--- src/rtl/buserr_pkg.sv ---
package buserr_pkg;

    typedef enum logic [2:0] {
        EVK_NORESP   = 3'd0,
        EVK_TGTABORT = 3'd1,
        EVK_TWPAR    = 3'd2,
        EVK_RDPAR    = 3'd3,
        EVK_PEERPAR  = 3'd4
    } ev_kind_e;

    typedef enum logic [1:0] {
        LOG_CLEAR,
        LOG_FIRST,
        LOG_MULTI
    } log_state_e;

    typedef enum logic {
        TMR_IDLE,
        TMR_WAIT
    } tmr_state_e;

    typedef enum logic {
        RTY_IDLE,
        RTY_COUNT
    } rty_state_e;

    localparam logic [3:0] CODE_NONE = 4'b0000;
    localparam logic [3:0] CODE_ABRT_RD = 4'b1010;
    localparam logic [3:0] CODE_ABRT_WR = 4'b0010;

    // Cause code {rd, tgt, fatal, par} for an event kind
    function automatic logic [3:0] kind_code(input logic [2:0] kind, input logic rd);
        logic [3:0] c;
        unique case (kind)
            EVK_NORESP:   c = rd ? CODE_ABRT_RD : CODE_ABRT_WR;
            EVK_TGTABORT: c = 4'b0100;
            EVK_TWPAR:    c = 4'b0101;
            EVK_RDPAR:    c = 4'b1001;
            EVK_PEERPAR:  c = 4'b0001;
            default:      c = CODE_NONE;
        endcase
        return c;
    endfunction

endpackage

--- src/rtl/buserr_timer.sv ---
module buserr_timer
    import buserr_pkg::*;
#(
    parameter int TW = 16
) (
    input  logic          clk,
    input  logic          rst_n,
    input  logic          start,
    input  logic          ack,
    input  logic [TW-1:0] limit,
    output logic          fire
);

    tmr_state_e    st_q, st_d;
    logic [TW-1:0] cnt_q, cnt_d;

    always_ff @(posedge clk or negedge rst_n) begin
        if (!rst_n) begin
            st_q  <= TMR_IDLE;
            cnt_q <= '0;
        end else begin
            st_q  <= st_d;
            cnt_q <= cnt_d;
        end
    end

    always_comb begin
        st_d  = st_q;
        cnt_d = cnt_q;
        fire  = 1'b0;
        unique case (st_q)
            TMR_IDLE: begin
                if (start && limit != '0) begin   // arm
                    st_d  = TMR_WAIT;
                    cnt_d = '0;
                end
            end
            TMR_WAIT: begin
                if (start) begin                   // rearm
                    st_d  = (limit != '0) ? TMR_WAIT : TMR_IDLE;
                    cnt_d = '0;
                end else if (ack || limit == '0) begin   // respond
                    st_d  = TMR_IDLE;
                    cnt_d = '0;
                end else if (cnt_q >= limit - 1'b1) begin  // expire
                    fire  = 1'b1;
                    st_d  = TMR_IDLE;
                    cnt_d = '0;
                end else begin
                    cnt_d = cnt_q + 1'b1;
                end
            end
            default: begin
                st_d  = TMR_IDLE;
                cnt_d = '0;
            end
        endcase
    end

endmodule

--- src/rtl/buserr_retry.sv ---
module buserr_retry
    import buserr_pkg::*;
#(
    parameter int RW = 8
) (
    input  logic          clk,
    input  logic          rst_n,
    input  logic          retry,
    input  logic          ok,
    input  logic [RW-1:0] limit,
    output logic          fire
);

    rty_state_e    st_q, st_d;
    logic [RW-1:0] cnt_q, cnt_d;

    always_ff @(posedge clk or negedge rst_n) begin
        if (!rst_n) begin
            st_q  <= RTY_IDLE;
            cnt_q <= '0;
        end else begin
            st_q  <= st_d;
            cnt_q <= cnt_d;
        end
    end

    always_comb begin
        st_d  = st_q;
        cnt_d = cnt_q;
        fire  = 1'b0;
        unique case (st_q)
            RTY_IDLE, RTY_COUNT: begin
                if (ok) begin                         // complete
                    st_d  = RTY_IDLE;
                    cnt_d = '0;
                end else if (retry) begin
                    if (limit == '0) begin
                        st_d  = RTY_IDLE;
                        cnt_d = '0;
                    end else if (cnt_q >= limit) begin // give_up
                        fire  = 1'b1;
                        st_d  = RTY_IDLE;
                        cnt_d = '0;
                    end else begin                     // bump
                        st_d  = RTY_COUNT;
                        cnt_d = cnt_q + 1'b1;
                    end
                end
            end
            default: begin
                st_d  = RTY_IDLE;
                cnt_d = '0;
            end
        endcase
    end

endmodule

--- src/rtl/buserr_log.sv ---
module buserr_log
    import buserr_pkg::*;
#(
    parameter int AW = 32
) (
    input  logic          clk,
    input  logic          rst_n,
    input  logic          clr,
    input  logic          ev_hit,
    input  logic [3:0]    ev_code,
    input  logic          ev_master,
    input  logic [AW-1:0] ev_addr,
    input  logic          tmo_fire,
    input  logic          rty_fire,
    input  logic          txn_read,
    input  logic [AW-1:0] txn_addr,
    output logic [3:0]    err_code,
    output logic          err_multi,
    output logic          err_master,
    output logic [AW-1:0] err_addr
);

    localparam int NSRC = 3;

    log_state_e    st_q, st_d;
    logic [3:0]    code_q, code_d, new_code;
    logic [AW-1:0] addr_q, addr_d, new_addr;
    logic          bm_q, bm_d, new_master;
    logic [NSRC-1:0] srcs;
    logic          any_new, many_new;

    assign srcs     = {rty_fire, tmo_fire, ev_hit};
    assign any_new  = |srcs;
    assign many_new = ($countones(srcs) > 1);

    // priority: event, then timeout, then retry
    always_comb begin
        new_code = CODE_NONE;
        new_addr = '0;
        if (ev_hit) begin
            new_code = ev_code;
            new_addr = ev_addr;
        end else if (tmo_fire) begin
            new_code = txn_read ? CODE_ABRT_RD : CODE_ABRT_WR;
            new_addr = txn_addr;
        end else if (rty_fire) begin
            new_code = CODE_ABRT_WR;
            new_addr = txn_addr;
        end
    end

    assign new_master = (ev_hit && ev_master) || tmo_fire || rty_fire;

    always_ff @(posedge clk or negedge rst_n) begin
        if (!rst_n) begin
            st_q   <= LOG_CLEAR;
            code_q <= CODE_NONE;
            addr_q <= '0;
            bm_q   <= 1'b0;
        end else begin
            st_q   <= st_d;
            code_q <= code_d;
            addr_q <= addr_d;
            bm_q   <= bm_d;
        end
    end

    always_comb begin
        st_d   = st_q;
        code_d = code_q;
        addr_d = addr_q;
        bm_d   = bm_q | new_master;
        if (clr || st_q == LOG_CLEAR) begin
            if (any_new) begin                 // record / wipe_and_record
                st_d   = many_new ? LOG_MULTI : LOG_FIRST;
                code_d = new_code;
                addr_d = new_addr;
                bm_d   = new_master;
            end else begin                     // wipe
                st_d   = LOG_CLEAR;
                code_d = CODE_NONE;
                addr_d = '0;
                bm_d   = 1'b0;
            end
        end else begin
            unique case (st_q)
                LOG_FIRST: if (any_new) st_d = LOG_MULTI;   // pile_up
                LOG_MULTI: st_d = LOG_MULTI;
                default:   st_d = LOG_CLEAR;
            endcase
        end
    end

    always_comb begin
        err_code   = code_q;
        err_addr   = addr_q;
        err_master = bm_q;
        err_multi  = (st_q == LOG_MULTI);
    end

endmodule

--- src/rtl/buserr_logger.sv ---
module buserr_logger
    import buserr_pkg::*;
#(
    parameter int AW = 32,
    parameter int TW = 16,
    parameter int RW = 8
) (
    input  logic          clk,
    input  logic          rst_n,
    input  logic          clr,
    input  logic          ev_valid,
    input  logic [2:0]    ev_kind,
    input  logic          ev_read,
    input  logic [AW-1:0] ev_addr,
    input  logic          txn_read,
    input  logic [AW-1:0] txn_addr,
    input  logic          dp_start,
    input  logic          dp_ack,
    input  logic          retry_seen,
    input  logic          txn_ok,
    input  logic [TW-1:0] to_limit,
    input  logic [RW-1:0] mr_limit,
    output logic [3:0]    err_code,
    output logic          err_multi,
    output logic          err_master,
    output logic [AW-1:0] err_addr,
    output logic          perr_out,
    output logic          abort_req
);

    logic       tmo_fire, rty_fire;
    logic [3:0] ev_code;
    logic       ev_hit, ev_master;

    assign ev_code   = kind_code(ev_kind, ev_read);
    assign ev_hit    = ev_valid && (ev_code != CODE_NONE);
    assign ev_master = (ev_kind != EVK_TWPAR);

    buserr_timer #(.TW(TW)) u_timer (
        .clk   (clk),
        .rst_n (rst_n),
        .start (dp_start),
        .ack   (dp_ack),
        .limit (to_limit),
        .fire  (tmo_fire)
    );

    buserr_retry #(.RW(RW)) u_retry (
        .clk   (clk),
        .rst_n (rst_n),
        .retry (retry_seen),
        .ok    (txn_ok),
        .limit (mr_limit),
        .fire  (rty_fire)
    );

    buserr_log #(.AW(AW)) u_log (
        .clk        (clk),
        .rst_n      (rst_n),
        .clr        (clr),
        .ev_hit     (ev_hit),
        .ev_code    (ev_code),
        .ev_master  (ev_master),
        .ev_addr    (ev_addr),
        .tmo_fire   (tmo_fire),
        .rty_fire   (rty_fire),
        .txn_read   (txn_read),
        .txn_addr   (txn_addr),
        .err_code   (err_code),
        .err_multi  (err_multi),
        .err_master (err_master),
        .err_addr   (err_addr)
    );

    always_ff @(posedge clk or negedge rst_n) begin
        if (!rst_n) begin
            perr_out  <= 1'b0;
            abort_req <= 1'b0;
        end else begin
            perr_out  <= ev_valid && (ev_kind == EVK_TWPAR);
            abort_req <= tmo_fire || rty_fire;
        end
    end

endmodule

--- config.mk ---
export PLATFORM = sky130hd
export DESIGN_NAME = buserr_logger
export DESIGN_NICKNAME = d
export VERILOG_FILES = /design/src/rtl/buserr_pkg.sv /design/src/rtl/buserr_timer.sv /design/src/rtl/buserr_retry.sv /design/src/rtl/buserr_log.sv /design/src/rtl/buserr_logger.sv
export SDC_FILE = /design/constraint.sdc
export NUM_CORES = 1
export LEC_CHECK = 0
export BUFFER_PORTS_ARGS = -buffer_cell sky130_fd_sc_hd__buf_2
export CAP_MARGIN = 20
export CORE_MARGIN = 8
export CORE_UTILIZATION = 40
export DETAILED_ROUTE_END_ITERATION = 10
export HOLD_SLACK_MARGIN = 0.03
export PLACE_DENSITY = 0.69
export RECOVER_POWER = 50
export SYNTH_ARGS = -nofsm -noshare
export SYNTH_HDL_FRONTEND = slang
export SYNTH_HIERARCHICAL = 1
export SYNTH_SLANG_ARGS = --single-unit
--- constraint.sdc ---
create_clock -name clk -period 5.05 [get_ports clk]
set_clock_uncertainty 0.05 [all_clocks]
set_input_delay 1.01 -clock clk [delete_from_list [all_inputs] [get_ports clk]]
set_output_delay 1.01 -clock clk [all_outputs]
set_load 0.005 [all_outputs]
==> out/summary.txt, run 1 <==
largest net degree at the start of global routing - 53
Post-synth top flop - dfrtp_1
Synth Instances - 461
layout cells sized above 1 - 27.2%
Die H - 120 um
crit start category - input port
yosys warns - 6
Overflow after GRT - 0
post_cts resized - 0
Setup Viol. Count Final - 0
R2R Path End - u_log/st_q[1]
Worst slew margin - -21.4%
IO buf count - 140
final worst-path cycle share - 93.3%
core area - 10,700 um^2
Cell Area, Placed - 5170 um^2
ANT cells - 0
Final Slew Violations - 69
Post-synth ARST share - 100%
HPWL after detailed placement - 8700 um
DR DRC count - 0
Least-Margin Pin Slew - 1820 ps
Post-synth EDFFs - 0
Peak VDD IR - 159 uV
initial antenna violation count - 0
leak pwr - 2.64 nW
fin crit period - 4710 ps
area delta synth->final - 24.3%
clock transition at the registers of the reported paths - 70 ps
CP cell instances - buf_2 > inv_1 > ha_1 > nor4b_2 > nand2_1 > or4_1 > nor3_1 > xnor2_1 > ha_1 > nand4_2 > or4_4 > a31oi_4 > nor3b_1 > nor2_1 > nor3_4 > and4_1 > a311o_1
WP data arrival - 4880 ps
CP startpoint - to_limit[0]
Yosys reg bits - 66
Netlist cell types - 60
GPL Wtd Cong - 0.802
Netlist Area Pre-Place - 4340 um^2
drt via density - 5.30
R2R Setup Slk - 2150 ps
drt initial violations - 107
vias in the first global route - 4,104
Critical Path End Type - flip-flop
number of core rows - 38
RSZ-0062 raised after global routing - false
Setup TNS Final - 0 ps
crit path kind - in2reg
final net count - 731
WL/cell - 15.0 um
via count - 3,943
Pwr per Cell Area - 249 nW/um^2
peak per-stage delay on the critical path - 520 ps
Worst Hold Class - reg2reg
Reg2Reg Launch Point - u_timer/cnt_q[13]
fmax - 212 MHz
crit path to - u_log/st_q[1]
Synth Area per Inst - 9.41 um^2
Reg area - 1650 um^2
area of the multi-input gates - 2510 um^2
H-tree lvl count - 3
post-route cell area - 5390 um^2
cts hold-fix bufs - 0
post-synthesis sequential area ratio - 38.1%
Crit path required time - 5220 ps
io pins - 141
ANT nets after route - 0
Reg2Reg Depth - 9
CTS Root Buffer Type - clkbuf_8
MaxCap Viol Count - 2
violated checks - capacitance limit, slew limit
CTS max path bufs - 2
post-synth net total - 593
Initial Utilization - 40.6%
most numerous cell on the critical path - ha_1
area of the die - 14,400 um^2
number of fill cells in the layout - 974
status - complete, but fails checks
Tot GR Track Use - 15.5%
DRT Wirelength - 11,100 um
TritonCTS buffer count - 9
Fin. Hold Viols - 0
CP max FO - 5
worst skew pair latency - 330 ps
Post-CTS Setup Bufs - 0
first-pass GRT wire length - 18,800 um
CTS tree - yes
DRT Pass-1 Iters - 4
slowest CP cell - or4_4
CTS sink count - 66
die width - 120 um
==> placed cells by master (no fill, tap or decap), types with 3 or more instances in the layout <==
master	instances
or3_1	4
ha_1	31
nand2b_1	5
xor2_1	4
a21oi_1	10
dfrtp_1	66
nor3_1	14
buf_4	4
o21ai_0	9
or4_1	3
o21ai_1	5
nor2b_1	5
bufinv_16	3
xnor2_1	11
buf_2	124
nor2_1	19
a31oi_1	4
clkbuf_8	10
nor4_1	9
o31ai_1	34
mux2i_1	32
nand3_1	15
inv_1	19
a21o_1	7
nand2_1	74
a22o_1	9
a211o_1	3
or2_2	3
and3_1	5
clkbuf_1	17
==> Yosys cell counts (3+ instances only) <==
library cell / number / area [um^2]
a31oi_1: 4 / 25.0
xnor2_1: 11 / 96.3
nand2b_1: 5 / 31.3
nor3_1: 14 / 70.1
or4_1: 3 / 22.5
buf_2: 10 / 50.1
xor2_1: 4 / 35.0
a21o_1: 7 / 52.6
nand2_1: 74 / 278
o21ai_1: 5 / 25.0
a21oi_1: 10 / 50.1
inv_1: 19 / 71.3
nor2_1: 20 / 75.1
o21ai_0: 9 / 45.0
o31ai_1: 34 / 255
a22o_1: 9 / 78.8
clkbuf_1: 3 / 11.3
or2_2: 3 / 18.8
ha_1: 31 / 388
nand3_1: 15 / 75.1
nor4_1: 9 / 56.3
mux2i_1: 32 / 320
dfrtp_1: 66 / 1650
nor2b_1: 5 / 31.3
a211o_1: 3 / 26.3
or3_1: 4 / 25.0
and3_1: 5 / 31.3
buf_4: 4 / 30.0
==> metal layers <==
layer,share of wire [%],up-vias,global-route usage (%)
met2,46,131,24.9
met3,7.3,15,4.74
met5,0,-,0
met4,1.2,0,5.31
met1,46,1826,19.5
li1,-,1971,-
==> critical path: cells and delay by family <==
family / cells / cell delay (ps)
xor+xnor: 1 / 110
fa+ha+maj: 2 / 540
simple gates: 10 / 2510
compound gates: 2 / 500
buf+inv: 2 / 200
==> layout make-up <==
cell class                 instances  area share (%)
sequential                        66            30.6
clock buffer                      10            2.55
multi-input combinational        357            46.5
inverter                          19            1.32
tap                              140            3.25
timing repair buffer             146            13.6
clock inverter                     6            2.09
==> power by group <==
| group | switching (W) | total (W) | leakage (nW) | internal (W) |
|---|---|---|---|---|
| Combinational | 0.000123 | 0.000221 | 1.62 | 0.0000974 |
| Clock | 0.000204 | 0.000547 | 0.127 | 0.000343 |
| Sequential | 0.0000175 | 0.000574 | 0.891 | 0.000556 |
==> cell families after synthesis <==
kind of cell               synth area share, %
and+or+nand+nor                           20.2
AOI/OAI and AO/OA                         17.8
DFF                                       38.1
buffers and inverters                     4.27
muxes                                     7.64
adders and majority gates                 8.94
xor gates and xnor gates                  3.03
==> state kept, by name (all words and copies together), names as in the netlist <==
name / flops
u_log/err_addr: 32
perr_out: 1
u_timer/st_q: 1
u_log/err_master: 1
u_log/st_q: 2
u_retry/cnt_q: 8
u_timer/cnt_q: 16
abort_req: 1
u_log/err_code: 4
==> per-stage QoR <==
step | utilization [%] | worst slack [ps] | total power, W | hold WS [ps] | std cells
2_1_floorplan | - | 459 | 0.000700 | 409 | 461
3_3_place_gp | 48.3 | 236 | 0.000802 | 406 | 728
3_5_place_dp | 48.3 | 75.6 | 0.000809 | 411 | 728
4_1_cts | 50.6 | 431 | 0.00136 | 428 | 744
5_1_grt | 50.4 | 118 | 0.00141 | 459 | 744
6_report | 50.4 | 340 | 0.00134 | 423 | 744
==> worst min path at each step <==
stage,startpoint,end,slack [ps],depth (start not counted)
5_1_grt,u_log/err_code[1],u_log/err_code[1],460,2
3_3_place_gp,u_log/err_addr[23],u_log/err_addr[23],410,2
3_5_place_dp,u_log/err_code[1],u_log/err_code[1],410,2
4_1_cts,u_log/err_code[1],u_log/err_code[1],430,2
6_report,u_log/err_code[1],u_log/err_code[1],420,2
2_1_floorplan,u_timer/cnt_q[15],u_timer/cnt_q[15],410,1
Power figures use the tool's default switching activity.
==> run 2, diff against run 1 <==
CORE_MARGIN = not set   (was 8)
==> out/summary.txt, run 2 (synthesis results as in run 1) <==
status - complete, but fails checks
violated checks - capacitance limit, slew limit
Buf+Inv Stages, Crit Path - 2
fmax - 215 MHz
CP max FO - 5
GPL Wtd Cong - 0.829
leak pwr - 2.60 nW
Post-CTS Setup Bufs - 0
peak per-stage delay on the critical path - 530 ps
Worst slew margin - -37.1%
WP depth - 17
drt initial violations - 212
largest net degree at the start of global routing - 55
ANT nets after route - 0
largest delay contributor family on the critical path - simple AND/OR/NAND/NOR gates
Critical Path End Type - flip-flop
WHS - 424 ps
Worst Hold Class - reg2reg
area delta synth->final - 22.3%
Fin. Hold Viols - 0
WP data arrival - 4810 ps
Least-Margin Pin Slew - 2060 ps
worst skew pair latency - 330 ps
CP cell instances - buf_2 > inv_1 > ha_1 > nor4b_2 > nand2_1 > or4_1 > nor3_1 > xnor2_1 > ha_1 > nand4_2 > or4_4 > a31oi_4 > nor3b_1 > nor2_1 > nor3_4 > and4_1 > a311o_1
clock transition at the registers of the reported paths - 70 ps
post_cts resized - 0
Reg2Reg Launch Point - u_timer/cnt_q[13]
slowest CP cell - or4_4
R2R Setup Slk - 2170 ps
RSZ-0062 raised after global routing - false
crit path to - u_log/st_q[1]
DRT Wirelength - 10,700 um
Setup Viol. Count Final - 0
most numerous cell on the critical path - ha_1
DR DRC count - 0
vias in the first global route - 3,919
Final Slew Violations - 69
ANT cells - 0
Setup TNS Final - 0 ps
crit start category - input port
number of fill cells in the layout - 1,004
max FFs per register - 32
die width - 106 um
HPWL after detailed placement - 8260 um
MaxCap Viol Count - 2
Tot GR Track Use - 19.5%
final net count - 733
crit path kind - in2reg
CTS max path bufs - 2
first-pass GRT wire length - 17,700 um
TritonCTS buffer count - 9
CTS Root Buffer Type - clkbuf_8
R2R Path End - u_log/st_q[1]
fin crit period - 4660 ps
Overflow after GRT - 0
Die H - 106 um
via count - 4,005
io pins - 141
most common cell after layout, fill and taps aside - buf_2
Reg2Reg Depth - 9
Peak VDD IR - 124 uV
CTS tree - yes
area of the die - 11,300 um^2
Crit path required time - 5200 ps
CTS sink count - 66
IO buf count - 140
Pwr per Cell Area - 220 nW/um^2
DRT Pass-1 Iters - 4
final worst-path cycle share - 92.2%
WL/cell - 14.5 um
Initial Utilization - 41.7%
number of core rows - 37
H-tree lvl count - 3
CP startpoint - to_limit[0]
core area - 10,400 um^2
most frequent cells in the layout - buf_2 (124), nand2_1 (74), dfrtp_1 (66)
initial antenna violation count - 0
layout cells sized above 1 - 27.2%
Layout Utilization - 51.0%
drt via density - 5.40
cts hold-fix bufs - 0
-- run 2: worst min path at each step --
stage / start / cells after the start / to
final: u_log/err_addr[15] / 2 / u_log/err_addr[15]
after global routing: u_log/err_addr[15] / 2 / u_log/err_addr[15]
after CTS: u_log/err_addr[21] / 2 / u_log/err_addr[21]
after detailed placement: u_log/err_addr[21] / 2 / u_log/err_addr[21]
after global placement: u_log/err_master / 2 / u_log/err_master
after floorplan: u_timer/cnt_q[15] / 1 / u_timer/cnt_q[15]
-- run 2: final cells by class --
| class | instances | area (um^2) | share of cell area (%) |
|---|---|---|---|
| Tap cell | 136 | 170 | 3.21 |
| Clock inverter | 5 | 31.3 | 0.589 |
| Clock buffer | 11 | 131 | 2.48 |
| Sequential cell | 66 | 1650 | 31.1 |
| Inverter | 19 | 71.3 | 1.34 |
| Timing Repair Buffer | 148 | 741 | 14.0 |
| Multi-Input combinational cell | 357 | 2510 | 47.3 |
-- run 2: stage by stage --
stage          instance area (um^2)  cells  setup WS [ps]  total power [W]
2_1_floorplan                  4340    461            459         0.000700
3_3_place_gp                   5160    725            272         0.000799
3_5_place_dp                   5160    725           77.6         0.000808
4_1_cts                        5320    741            418          0.00118
5_1_grt                        5310    742            158          0.00123
6_report                       5310    742            392          0.00117
-- run 2: metal layers --
layer	vias up	part of all wire (%)	track usage [%]
met2	143	49	33.3
met5	-	0	0
met3	17	5.6	3.25
met1	1882	44	24.5
met4	0	1.8	7.74
li1	1963	-	-
-- run 2: where the power goes --
part | internal (W) | leakage [nW] | switching, W
Sequential | 0.000556 | 0.891 | 0.0000178
Combinational | 0.0000980 | 1.63 | 0.000124
Clock | 0.000177 | 0.0831 | 0.000195
Total | 0.000831 | 2.60 | 0.000336
-- run 2: worst min-delay path: stages (launching register included) --
cell and delay, ps:
dfrtp_1 340, nand2_1 50, o31ai_1 50
==> run 3, diff against run 2 <==
CORE_ASPECT_RATIO = 1.2   (was not set)
SKIP_CTS_REPAIR_TIMING = 1   (was not set)
SYNTH_HIERARCHICAL = not set   (was 1)
==> out/summary.txt, run 3 <==
status - complete, but fails checks
violated checks - capacitance limit, slew limit
leak pwr - 2.59 nW
H-tree lvl count - 3
CTS tree - yes
Reg2Reg Depth - 10
Setup Viol. Count Final - 0
CTS Root Buffer Type - clkbuf_16
Synth Area per Inst - 9.48 um^2
most common cell after layout, fill and taps aside - buf_2
Net Switching - 0.000388 W
sw frac - 26.9%
post-synthesis sequential area ratio - 38.0%
Fin. Hold Viols - 0
Power Total - 0.00144 W
Cell Count, Final, Fillers Out - 728
Post-synth ARST share - 100%
first-pass GRT wire length - 17,500 um
Yosys top cell area share - 38.0%
Post-synth EDFFs - 0
RSZ-0062 raised after global routing - false
area delta synth->final - 24.8%
post-synth net total - 590
IO buf count - 140
CTS sink count - 66
Tot GR Track Use - 19.4%
WHS - 434 ps
yosys warns - 0
Overflow after GRT - 0
max FFs per register - 32
crit path kind - in2reg
Synth Instances - 458
Initial Utilization - 41.3%
placed cells - 711
worst skew pair latency - 330 ps
Int Pwr - 0.00105 W
most frequent cell after synthesis - dfrtp_1
most frequent cells in the layout - buf_2 (106), dfrtp_1 (66), nor2_1 (52)
Pwr per Cell Area - 266 nW/um^2
CP max FO - 4
Logic pwr share - 17.3%
Yosys reg bits - 66
Worst Hold Class - reg2reg
CTS max path bufs - 2
cell taking the most area after synthesis - dfrtp_1
vias in the first global route - 3,811
Hold Path Depth - 2
Min-Delay Endpoint - u_log.err_code[0]
largest net degree at the start of global routing - 68
Post-synth top flop - dfrtp_1
Crit path required time - 5210 ps
final worst-path cycle share - 94.1%
Area contributors post-synth - dfrtp_1 (38%), mux2i_1 (9.2%), ha_1 (8.9%), a211oi_1 (6.2%), nor2_1 (4.5%)
Netlist Area Pre-Place - 4340 um^2
HPWL after detailed placement - 8220 um
WL/cell - 14.8 um
DRT Wirelength - 10,800 um
R2R Setup Slk - 1920 ps
DR DRC count - 0
MaxCap Viol Count - 1
layout cells sized above 1 - 23.2%
ANT cells - 0
Netlist cell types - 49
Reg2Reg Launch Point - u_timer.cnt_q[1]
io pins - 141
Least-Margin Pin Slew - 2230 ps
Cell Area, Placed - 5160 um^2
via count - 4,009
initial antenna violation count - 0
number of core rows - 41
core area - 10,500 um^2
Die H - 116 um
Setup TNS Final - 0 ps
drt initial violations - 186
GPL Wtd Cong - 0.833
area of the die - 11,300 um^2
die width - 97.1 um
DRT Pass-1 Iters - 4
fin crit period - 4750 ps
clock power share - 41.8%
min-delay src - u_log.err_code[0]
Critical Path End Type - flip-flop
Seq pwr share - 40.9%
Peak VDD IR - 190 uV
most common library cells after synthesis - dfrtp_1 (66), nor2_1 (52), mux2i_1 (40)
WP data arrival - 4910 ps
Final Slew Violations - 41
R2R Path End - u_log.st_q[1]
Worst slew margin - -48.7%
crit start category - input port
fmax - 210 MHz
TritonCTS buffer count - 9
drt via density - 5.51
ANT nets after route - 0
final net count - 726
clock transition at the registers of the reported paths - 50 ps
post-route cell area - 5420 um^2
run 3: per-layer routing:
metal  part of all wire (%)  track usage (%)  routed length, um  vias up
met2                     51             35.2               5550      147
met1                     42             22.8               4490     1882
met5                      0                0                  0        -
met3                    5.8             4.73                624       19
met4                    1.3             5.97                142        0
li1                       -                -                  -     1961
run 3: worst max path at each step:
stage,start,endpoint,slack (ps),cells after the start
after detailed placement,to_limit[3],u_log.st_q[1],40,17
after CTS,to_limit[3],u_log.st_q[1],350,17
after floorplan,to_limit[3],u_log.st_q[1],480,16
final,to_limit[3],u_log.st_q[1],300,17
after global placement,to_limit[3],u_log.st_q[1],300,17
after global routing,to_limit[3],u_log.st_q[1],60,17
run 3: logic make-up after synthesis:
family                   after synthesis  synth area share (%)
AND/OR/NAND/NOR                      153                  18.6
AO/OA/AOI/OAI                        106                  16.6
buffers and inverters                 39                  3.89
adder cells (fa/ha/maj)               31                  8.93
flip-flops                            66                  38.0
multiplexers                          42                  9.74
XOR/XNOR                              21                  4.24
run 3: worst max-delay path, stage by stage:
cell and delay [ps]:
buf_2 120, or3_1 390, or4_1 450, nor4_2 270
nand2b_1 160, nor4_2 220, xnor2_1 170, ha_1 270
nand4_1 110, nor3_1 80, o311ai_1 110, nand4_1 210
and2_1 220, ha_1 210, a2111oi_0 490, nor3_1 120
mux2_2 290
run 3: area by class of cell:
class / count / area, um^2
Fill cell: 982 / 5100
Multi-Input combinational cell: 353 / 2520
Sequential cell: 66 / 1650
Timing Repair Buffer: 147 / 732
Clock buffer: 10 / 229
Tap cell: 129 / 161
Inverter: 17 / 63.8
Clock inverter: 6 / 57.6
run 3: power by group through the flow:
stage,registers [W],logic (W),clock network [W]
floorplan,0.000598,0.000133,0
global placement,0.000597,0.000249,0
detailed placement,0.000597,0.000260,0
CTS,0.000589,0.000259,0.000621
global route,0.000595,0.000281,0.000644
finish,0.000590,0.000250,0.000603
run 3: stage by stage:
step                      utilization, %  setup WS (ps)
after floorplan                        -            479
after global placement              49.0            296
after detailed placement            49.0           38.9
after CTS                           51.8            346
after global routing                51.5           60.3
final                               51.5            297
